**src/rtl/pfp_pkg.sv**
```systemverilog
package pfp_pkg;
  localparam int NMAIN = 4;
  localparam int NFILT = 6;
  localparam int IDXW  = 3;
  localparam logic [IDXW-1:0] IDX_NONE = 3'd0;
  localparam logic [IDXW-1:0] IDX_PSUM = 3'd5;
  localparam logic [IDXW-1:0] IDX_WSUM = 3'd6;
endpackage

```
**src/rtl/pfp_encoder.sv**
```systemverilog
module pfp_encoder
  import pfp_pkg::*;
#(
  parameter int DW = 8,
  parameter int UW = DW + 4
) (
  input  logic signed [DW-1:0] x [NMAIN],
  output logic signed [UW-1:0] u [NFILT]
);
  logic signed [UW-1:0] e [NMAIN];

  for (genvar g = 0; g < NMAIN; g++) begin : g_main
    assign e[g] = UW'(x[g]);
    assign u[g] = e[g];
  end

  // plain-sum row and 1,2,3,4 weighted row
  assign u[4] = e[0] + e[1] + e[2] + e[3];
  assign u[5] = e[0] + (e[1] <<< 1) + (e[2] <<< 1) + e[2] + (e[3] <<< 2);
endmodule

```
**src/rtl/pfp_fir.sv**
```systemverilog
module pfp_fir #(
  parameter int IW = 12,
  parameter int CW = 8,
  parameter int TAPS = 4,
  parameter logic [TAPS*CW-1:0] COEFS = {8'sd2, -8'sd5, 8'sd7, 8'sd3},
  parameter int OW = IW + CW + $clog2(TAPS)
) (
  input  logic                 clk,
  input  logic                 rst_n,
  input  logic                 en,
  input  logic signed [IW-1:0] x,
  output logic signed [OW-1:0] y
);
  logic signed [IW-1:0] hist [TAPS-1];

  always_ff @(posedge clk) begin
    if (!rst_n) begin
      for (int k = 0; k < TAPS-1; k++) hist[k] <= '0;
    end else if (en) begin
      hist[0] <= x;
      for (int k = 1; k < TAPS-1; k++) hist[k] <= hist[k-1];
    end
  end

  always_comb begin
    logic signed [OW-1:0] acc;
    logic signed [OW-1:0] c;
    logic signed [OW-1:0] d;
    acc = '0;
    for (int k = 0; k < TAPS; k++) begin
      c = OW'($signed(COEFS[k*CW +: CW]));
      d = (k == 0) ? OW'(x) : OW'(hist[(k == 0) ? 0 : k-1]);
      acc = acc + c * d;
    end
    y = acc;
  end
endmodule

```
**src/rtl/pfp_decoder.sv**
```systemverilog
module pfp_decoder
  import pfp_pkg::*;
#(
  parameter int ZW = 22,
  parameter int YW = 18,
  parameter int RW = ZW + 6
) (
  input  logic signed [ZW-1:0]  z [NFILT],
  output logic signed [YW-1:0]  y [NMAIN],
  output logic                  err,
  output logic [IDXW-1:0]       idx
);
  logic signed [RW-1:0] w [NFILT];
  logic signed [RW-1:0] s, t;
  logic [NMAIN-1:0] hit;

  for (genvar g = 0; g < NFILT; g++) begin : g_ext
    assign w[g] = RW'(z[g]);
  end

  assign s = w[4] - (w[0] + w[1] + w[2] + w[3]);
  assign t = w[5] - (w[0] + (w[1] <<< 1) + (w[2] <<< 1) + w[2] + (w[3] <<< 2));

  // t compared against 1s .. 4s
  assign hit[0] = (t == s);
  assign hit[1] = (t == (s <<< 1));
  assign hit[2] = (t == ((s <<< 1) + s));
  assign hit[3] = (t == (s <<< 2));

  always_comb begin
    err = 1'b0;
    idx = IDX_NONE;
    if (s != '0 && t == '0) begin
      err = 1'b1;
      idx = IDX_PSUM;
    end else if (s == '0 && t != '0) begin
      err = 1'b1;
      idx = IDX_WSUM;
    end else if (s != '0) begin
      err = 1'b1;
      for (int k = NMAIN-1; k >= 0; k--)
        if (hit[k]) idx = IDXW'(k + 1);
    end
  end

  for (genvar g = 0; g < NMAIN; g++) begin : g_fix
    logic signed [RW-1:0] sum;
    assign sum  = (idx == IDXW'(g + 1)) ? (w[g] + s) : w[g];
    assign y[g] = sum[YW-1:0];
  end
endmodule

```
**src/rtl/pfp_top.sv**
```systemverilog
module pfp_top
  import pfp_pkg::*;
#(
  parameter int DW = 8,
  parameter int CW = 8,
  parameter int TAPS = 4,
  parameter int DELW = 8,
  parameter logic [TAPS*CW-1:0] COEFS = {8'sd2, -8'sd5, 8'sd7, 8'sd3},
  localparam int UW = DW + 4,
  localparam int ZW = UW + CW + $clog2(TAPS),
  localparam int YW = DW + CW + $clog2(TAPS)
) (
  input  logic                 clk,
  input  logic                 rst_n,
  input  logic                 in_valid,
  output logic                 in_ready,
  input  logic [DW-1:0]        x0,
  input  logic [DW-1:0]        x1,
  input  logic [DW-1:0]        x2,
  input  logic [DW-1:0]        x3,
  input  logic                 inj_en,
  input  logic [IDXW-1:0]      inj_sel,
  input  logic [DELW-1:0]      inj_delta,
  output logic                 out_valid,
  input  logic                 out_ready,
  output logic [YW-1:0]        y0,
  output logic [YW-1:0]        y1,
  output logic [YW-1:0]        y2,
  output logic [YW-1:0]        y3,
  output logic                 err,
  output logic [IDXW-1:0]      err_idx
);
  logic advance, accept;
  logic signed [DW-1:0] xs [NMAIN];
  logic signed [UW-1:0] u  [NFILT];
  logic signed [ZW-1:0] f  [NFILT];
  logic signed [ZW-1:0] za [NFILT];
  logic                 a_valid;
  logic signed [YW-1:0] yc [NMAIN];
  logic signed [YW-1:0] yq [NMAIN];
  logic                 dec_err;
  logic [IDXW-1:0]      dec_idx;

  assign advance  = !out_valid || out_ready;
  assign in_ready = advance;
  assign accept   = in_valid && advance;

  assign xs[0] = x0;
  assign xs[1] = x1;
  assign xs[2] = x2;
  assign xs[3] = x3;

  pfp_encoder #(.DW(DW), .UW(UW)) u_enc (.x(xs), .u(u));

  for (genvar g = 0; g < NFILT; g++) begin : g_filt
    pfp_fir #(.IW(UW), .CW(CW), .TAPS(TAPS), .COEFS(COEFS), .OW(ZW)) u_fir (
      .clk(clk), .rst_n(rst_n), .en(accept), .x(u[g]), .y(f[g])
    );

    // filter output stage with optional upset
    always_ff @(posedge clk) begin
      if (!rst_n) begin
        za[g] <= '0;
      end else if (accept) begin
        if (inj_en && inj_sel == IDXW'(g + 1))
          za[g] <= f[g] + ZW'($signed(inj_delta));
        else
          za[g] <= f[g];
      end
    end
  end

  always_ff @(posedge clk) begin
    if (!rst_n) a_valid <= 1'b0;
    else if (advance) a_valid <= in_valid;
  end

  pfp_decoder #(.ZW(ZW), .YW(YW)) u_dec (
    .z(za), .y(yc), .err(dec_err), .idx(dec_idx)
  );

  always_ff @(posedge clk) begin
    if (!rst_n) begin
      out_valid <= 1'b0;
      err       <= 1'b0;
      err_idx   <= IDX_NONE;
      for (int k = 0; k < NMAIN; k++) yq[k] <= '0;
    end else if (advance) begin
      out_valid <= a_valid;
      err       <= a_valid && dec_err;
      err_idx   <= a_valid ? dec_idx : IDX_NONE;
      for (int k = 0; k < NMAIN; k++) yq[k] <= yc[k];
    end
  end

  assign y0 = yq[0];
  assign y1 = yq[1];
  assign y2 = yq[2];
  assign y3 = yq[3];
endmodule

```
**config.mk**
```make
export PLATFORM = sky130hd
export DESIGN_NAME = pfp_top
export DESIGN_NICKNAME = d
export VERILOG_FILES = /design/src/rtl/pfp_pkg.sv /design/src/rtl/pfp_encoder.sv /design/src/rtl/pfp_fir.sv /design/src/rtl/pfp_decoder.sv /design/src/rtl/pfp_top.sv
export SDC_FILE = /design/constraint.sdc
export NUM_CORES = 2
export LEC_CHECK = 0
export CAP_MARGIN = 20
export CORE_UTILIZATION = 50
export CTS_CLUSTER_DIAMETER = 60
export DETAILED_ROUTE_END_ITERATION = 6
export PLACE_DENSITY = 0.64
export SYNTH_ARGS = -nofsm -noshare
export SYNTH_HDL_FRONTEND = slang
export SYNTH_SLANG_ARGS = --single-unit
```
**constraint.sdc**
```tcl
create_clock -name clk -period 22 [get_ports clk]
set_clock_uncertainty 0.05 [all_clocks]
set_input_delay 2.2 -clock clk [delete_from_list [all_inputs] [get_ports clk]]
set_output_delay 2.2 -clock clk [all_outputs]
set_load 0.03 [all_outputs]
```
# == Word-level counts from Yosys, hierarchy flattened ==
# Memory sizes are Yosys's and may differ from the RTL's.
# Cells that the tools add are included.
# totals
n_memories,7
mem_bits_rw,288
input_bits,48
wordCells,182
regBits,138
out_inout_bits,78
# mem_list
name,words,width,read_ports,rd_clocked_by_memory_dff,wr,line,text
yq,4,18,4,0,4,pfp_top.sv:40,logic signed [YW-1:0] yq [NMAIN];
g_filt[0].u_fir.hist,3,12,3,0,3,pfp_fir.sv:14,logic signed [IW-1:0] hist [TAPS-1];
g_filt[1].u_fir.hist,3,12,3,0,3,pfp_fir.sv:14,
g_filt[2].u_fir.hist,3,12,3,0,3,pfp_fir.sv:14,
g_filt[3].u_fir.hist,3,12,3,0,3,pfp_fir.sv:14,
g_filt[4].u_fir.hist,3,12,3,0,3,pfp_fir.sv:14,
1 more memories,n/a,n/a,n/a,n/a,n/a,n/a,
# op_classes
eq_ne,14
reduce_logical,16
mux,50
n_mul,18
addsub,45
bitwise_logic,22
# op_table
operator,n
adder 22 bit,12
two-way mux 12 bit,18
multiplier 4 x 12 -> 16 bit (first input constant),12
two-way mux 18 bit,8
adder 22 x 13 -> 22 bit,6
adder 22 x 8 -> 22 bit,6
two-way mux 22 bit,6
equality test 28 bit,4
adder 18 bit,4
adder 28 x 22 -> 28 bit,2
logical NOT 28 bit,2
nonzero test 28 bit,2
subtractor 22 x 28 -> 28 bit,2
multiplier 3 x 8 -> 11 bit (first input constant),4
multiplier 3 x 12 -> 15 bit (first input constant),2
adder 28 x 24 -> 28 bit,1
adder 28 bit,1
adder 24 x 23 -> 25 bit,1
adder 22 x 23 -> 24 bit,1
adder 23 x 22 -> 24 bit,1
two-way mux 3 bit,8
adder 22 x 22 -> 23 bit,1
bitwise OR 1 bit,22
adder 11 x 8 -> 12 bit,1
other kinds (13),38

# == Longest topological paths before layout ==
# depth
depth_word,16
mapped_depth,46
ltp_nobuf,46

# == Cells and area by module ==
# A second synthesis with hierarchy kept.
# hier_totals
cells_unflattened,6477
area_unflattened_um2,61412.6
# by_module_without_submodules
module,instances,area_per_inst_um2,seq_area_each_um2,cells_each
pfp_fir at g_filt[3].u_fir ...,3,4984.8,1081.0,445
pfp_top,1,14749.1,4924.7,1770
pfp_decoder,1,14498.9,0.0,1787
pfp_fir at g_filt[1].u_fir,1,5056.1,1081.0,450
pfp_fir at g_filt[0].u_fir,1,5013.6,1081.0,448
pfp_fir at g_filt[2].u_fir,1,4983.5,1081.0,443
pfp_encoder,1,2157.1,0.0,244

# == Least setup slack after synthesis ==
# Ideal clock, no wire load.
# synth_path
path_kind,input to register
from,input x0[3]
to,register za[21] in the netlist's numbering
path_stages,40
path_buffers,0
arrival_time_ns,10.427
setup_ns,0.087
required_time_ns,21.863
setup_slack_ns,11.436
path_cell_list,inv_1 > fa_1 > inv_1 > fa_1 > fa_1 > ha_1 > fa_1 > a21oi_1 > nor2_1 > nor2_1 > o21bai_1 > a21oi_1 > o21bai_1 > a21oi_1 > xnor2_1 > inv_1 > ha_1 > ha_1 > [4 not listed] > fa_1 > inv_1 > ha_1 > and3_1 > a21oi_1 > o21ai_0 > o21a_1 > nor2_1 > xnor2_1 > ha_1 > or3_1 > o21ai_0 > a31oi_1 > a41o_1 > o41ai_1 > xnor2_1 > and3_1 > o31ai_1
# synth_via
elab_chain_len,10
# synth_lines
element,line,text
from (decl),pfp_top.sv:17,"input logic [DW-1:0] x0,"
adder 8 x 9 -> 10 bit *,pfp_encoder.sv:19,assign u[5] = e[0] + (e[1] <<< 1) + (e[2] <<< 1) + e[2] + (e[3] <<< 2);
adder 10 x 9 -> 11 bit *,pfp_encoder.sv:19,
adder 11 x 8 -> 12 bit *,pfp_encoder.sv:19,
adder 12 x 10 -> 12 bit *,pfp_encoder.sv:19,
via g_filt[5].u_fir.x[11],pfp_fir.sv:11,"input logic signed [IW-1:0] x,"
multiplier 3 x 12 -> 15 bit *,pfp_fir.sv:33,acc = acc + c * d;
adder 22 bit * (2 in series),pfp_fir.sv:33,
adder 22 x 13 -> 22 bit *,pfp_fir.sv:33,
adder 22 x 8 -> 22 bit,pfp_top.sv:66,za[g] <= f[g] + ZW'($signed(inj_delta));
two-way mux 22 bit *,pfp_top.sv:65,if (inj_en && inj_sel == IDXW'(g + 1))
"to (signal, indexed assignment)",pfp_top.sv:66,
"to (signal, indexed assignment)",pfp_top.sv:68,za[g] <= f[g];
to (decl),pfp_top.sv:37,logic signed [ZW-1:0] za [NFILT];
# The timed path passes the listed nets; every way through them passes the cells marked *.
# A chain may end at the register's enable or synchronous reset.

# == Final worst setup path ==
# layout_path
from,input x1[2]
to,register za[21] in the netlist's numbering
# layout_via
elab_chain_len,10
# layout_lines
element,line,text
from (decl),pfp_top.sv:18,"input logic [DW-1:0] x1,"
adder 8 x 9 -> 10 bit *,pfp_encoder.sv:19,
adder 10 x 9 -> 11 bit *,pfp_encoder.sv:19,
adder 11 x 8 -> 12 bit *,pfp_encoder.sv:19,
adder 12 x 10 -> 12 bit *,pfp_encoder.sv:19,
via g_filt[5].u_fir.x[5],pfp_fir.sv:11,
multiplier 3 x 12 -> 15 bit *,pfp_fir.sv:33,
adder 22 bit * (2 in series),pfp_fir.sv:33,
adder 22 x 13 -> 22 bit *,pfp_fir.sv:33,
adder 22 x 8 -> 22 bit,pfp_top.sv:66,
two-way mux 22 bit *,pfp_top.sv:65,
# Marked as above.

==> key figures <==
CTS
  • TritonCTS clock tree: built
  • CTS Hold Bufs: 0
  • # H-tree levels: 3
  • Clock Path Buffers: 3
  • Post-cts sizing count: 0
  • Clock sink count: 378
  • Total CTS buffers: 67
  • Clock Latency Late Sink: 0.64 ns
  • Clock Root Buffer: clkbuf_16
  • CTS clk-pin slew, worst paths: 0.05 ns
  • Postcts setup bufs: 0

Min path
  • Min-delay src: err_idx[0]
  • Hold crit path type: reg2reg
  • WHS Path Cells: 2
  • Hold EP: err_idx[0]

Critical path
  • Worst path most repeated cell: fa_1
  • Crit path max fanout: 6
  • R2R cell count: 36
  • Worst Path Required: 22.49 ns
  • Flop-to-flop setup slack: 11.75 ns
  • Critical path data arrival time: 11.96 ns
  • Critical Path Max Stage Delay: 0.73 ns
  • Reg2reg start: za[67]
  • Crit-path slowest cell: clkdlybuf4s50_1
  • Worst setup path category: in2reg
  • Crit. Startpoint: x1[2]
  • Element type at the critical path end: register
  • Reg2reg end: yq[2][7]
  • Critical Path Start Type: input pin

Die
  • Rows: 122
  • Die height: 337.9 um
  • Initial core utilization: 50.69%
  • Die ar.: 0.1142 mm^2
  • IO Pins: 126
  • DIE WIDTH: 337.9 um
  • Core area: 0.1113 mm^2

STA
  • Setup TNS: 0 ns
  • Fin crit share: 52.11%
  • Unrepaired setup endpoints after global routing: false
  • Hold Worst Slack: 0.4099 ns
  • Highest Clock Rate: 0.08722 GHz
  • Max Transition Viols Final: 0
  • Pin slew with the least headroom to its limit: 1.088 ns
  • Relative slew slack: 26.93%
  • Worst setup margin: 10.54 ns
  • Fin crit period: 11.46 ns
  • Final hold viol count: 0
  • Final setup viols: 0

Synth
  • Post-synthesis sequential area ratio: 17.67%
  • Distinct cells, synth: 101
  • Ys flop type: edfxtp_1
  • Syn_area_per_cell: 8.945 um^2
  • Synthesized cell area: 0.05641 mm^2
  • Asr flop ratio synth: 0%
  • Post-Synthesis Cells: 6306
  • Synth warn: 0
  • Yosys reg bits: 378
  • Mapped Nets: 7668
  • Post-synth EDFFs: 240

Drt
  • Post-DRT Antenna Nets: 0
  • Routed len/inst: 19.78 um
  • Initial DRC Count: 2882
  • DRT Wirelength: 157.6 mm
  • DR DRC count: 0
  • Vias: 44530
  • Vias per inst: 5.590
  • Pre-antenna DRT Iters: 5

Place
  • HPWL after DPL: 131.3 mm
  • DP Worst Slack: 9.983 ns
  • Placer Congestion: 0.9878
  • # port buffers: 125

Global routing
  • Number of global-route vias before repair: 42840
  • Initial antenna violation count: 0
  • Total GRT Usage: 27.60%
  • GR Overflow Total: 0
  • First-pass GRT wire length: 242.6 mm
  • Largest net degree at the start of global routing: 76

Finish
  • Nets: 7788
  • Diodes inserted: 0
  • Commonest cells after routing, fill and taps aside: inv_1, ha_1, nor2_1
  • P&R area growth vs syn: 9.365%
  • Share of cells above drive strength 1: 3.813%
  • Commonest non-fill, non-tap cell in the layout: inv_1
  • Post-layout util: 55.44%

Run
  • Max-cap violations: 0

Outcome
  • Status: complete, no violations
[routing by layer]
metal  GRT usage [%]  wire, um  share of wire (%)
met1           38.27     72940                 46
met2           44.78     71490                 45
met4           9.589      5512                3.5
met3           2.706      7657                4.9
met5               0         0                  0
[cells by family after synthesis]
logic type / synth area share [%]
buffers and inverters: 7.187
XOR/XNOR: 10.59
AO/OA/AOI/OAI: 15.41
multiplexers: 2.027
flip-flops: 17.67
adder cells (fa/ha/maj): 35.19
AND/OR/NAND/NOR: 11.92
[through the flow]
stage | cells | instance area (um^2)
2_1_floorplan | 6306 | 56410
3_3_place_gp | 7843 | 59370
3_5_place_dp | 7843 | 59370
4_1_cts | 7964 | 61650
5_1_grt | 7966 | 61690
6_report | 7966 | 61690
[worst max path at each step]
stage | to | slack, ns
2_1_floorplan | za[21] | 11.44
3_3_place_gp | za[42] | 10.09
3_5_place_dp | za[21] | 9.98
4_1_cts | za[21] | 10.63
5_1_grt | za[21] | 9.92
6_report | za[21] | 10.54
[area by class of cell]
class                      count  area (um^2)
multi-input combinational   4862        42440
tap                         1488         1862
timing repair buffer         162         1554
fill                       10140        49590
clock inverter                40        440.4
inverter                     955         3592
clock buffer                  81         1836
sequential                   378         9970
[cells in the mapped netlist, drive strengths merged, types with 19 or more instances]
library cell | count | area [um^2]
inv | 954 | 3581
ha | 860 | 10760
nor2 | 468 | 1757
a21oi | 467 | 2371
fa | 454 | 9089
xnor2 | 447 | 3960
nand2 | 306 | 1149
o21ai | 253 | 1266
edfxtp | 240 | 7207
xor2 | 216 | 1899
a21o | 144 | 1081
dfxtp | 138 | 2763
nor3 | 120 | 605.6
o21bai | 116 | 870.8
nand3 | 102 | 510.5
mux2i | 94 | 940.9
clkbuf | 86 | 322.8
and2 | 76 | 475.5
nor2b | 68 | 425.4
and3 | 56 | 350.3
nand2b | 56 | 350.3
o22ai | 52 | 325.3
or3 | 42 | 267.8
o21a | 41 | 307.8
a31oi | 37 | 231.5
a211oi | 36 | 297.8
nand4 | 32 | 200.2
buf | 25 | 146.4
o211ai | 25 | 192.7
a31o | 19 | 166.4
[sequential cells by signal, summed over array words and instances, names as in the netlist]
signal,count
out_valid,1
a_valid,1
za,132
g_filt.u_fir.hist,168
yq,72
err,1
err_idx,3
[worst max-delay path, delay by kind of cell]
kind / cells / cell delay, ns
buf+inv: 6 / 1.07
xor+xnor: 4 / 0.76
compound gates: 11 / 2.50
simple gates: 8 / 0.95
fa+ha+maj: 11 / 4.47
Power is left out: the tool's default activity adds up to more than one toggle a clock period on the data nets, which glitch-free logic cannot reach.
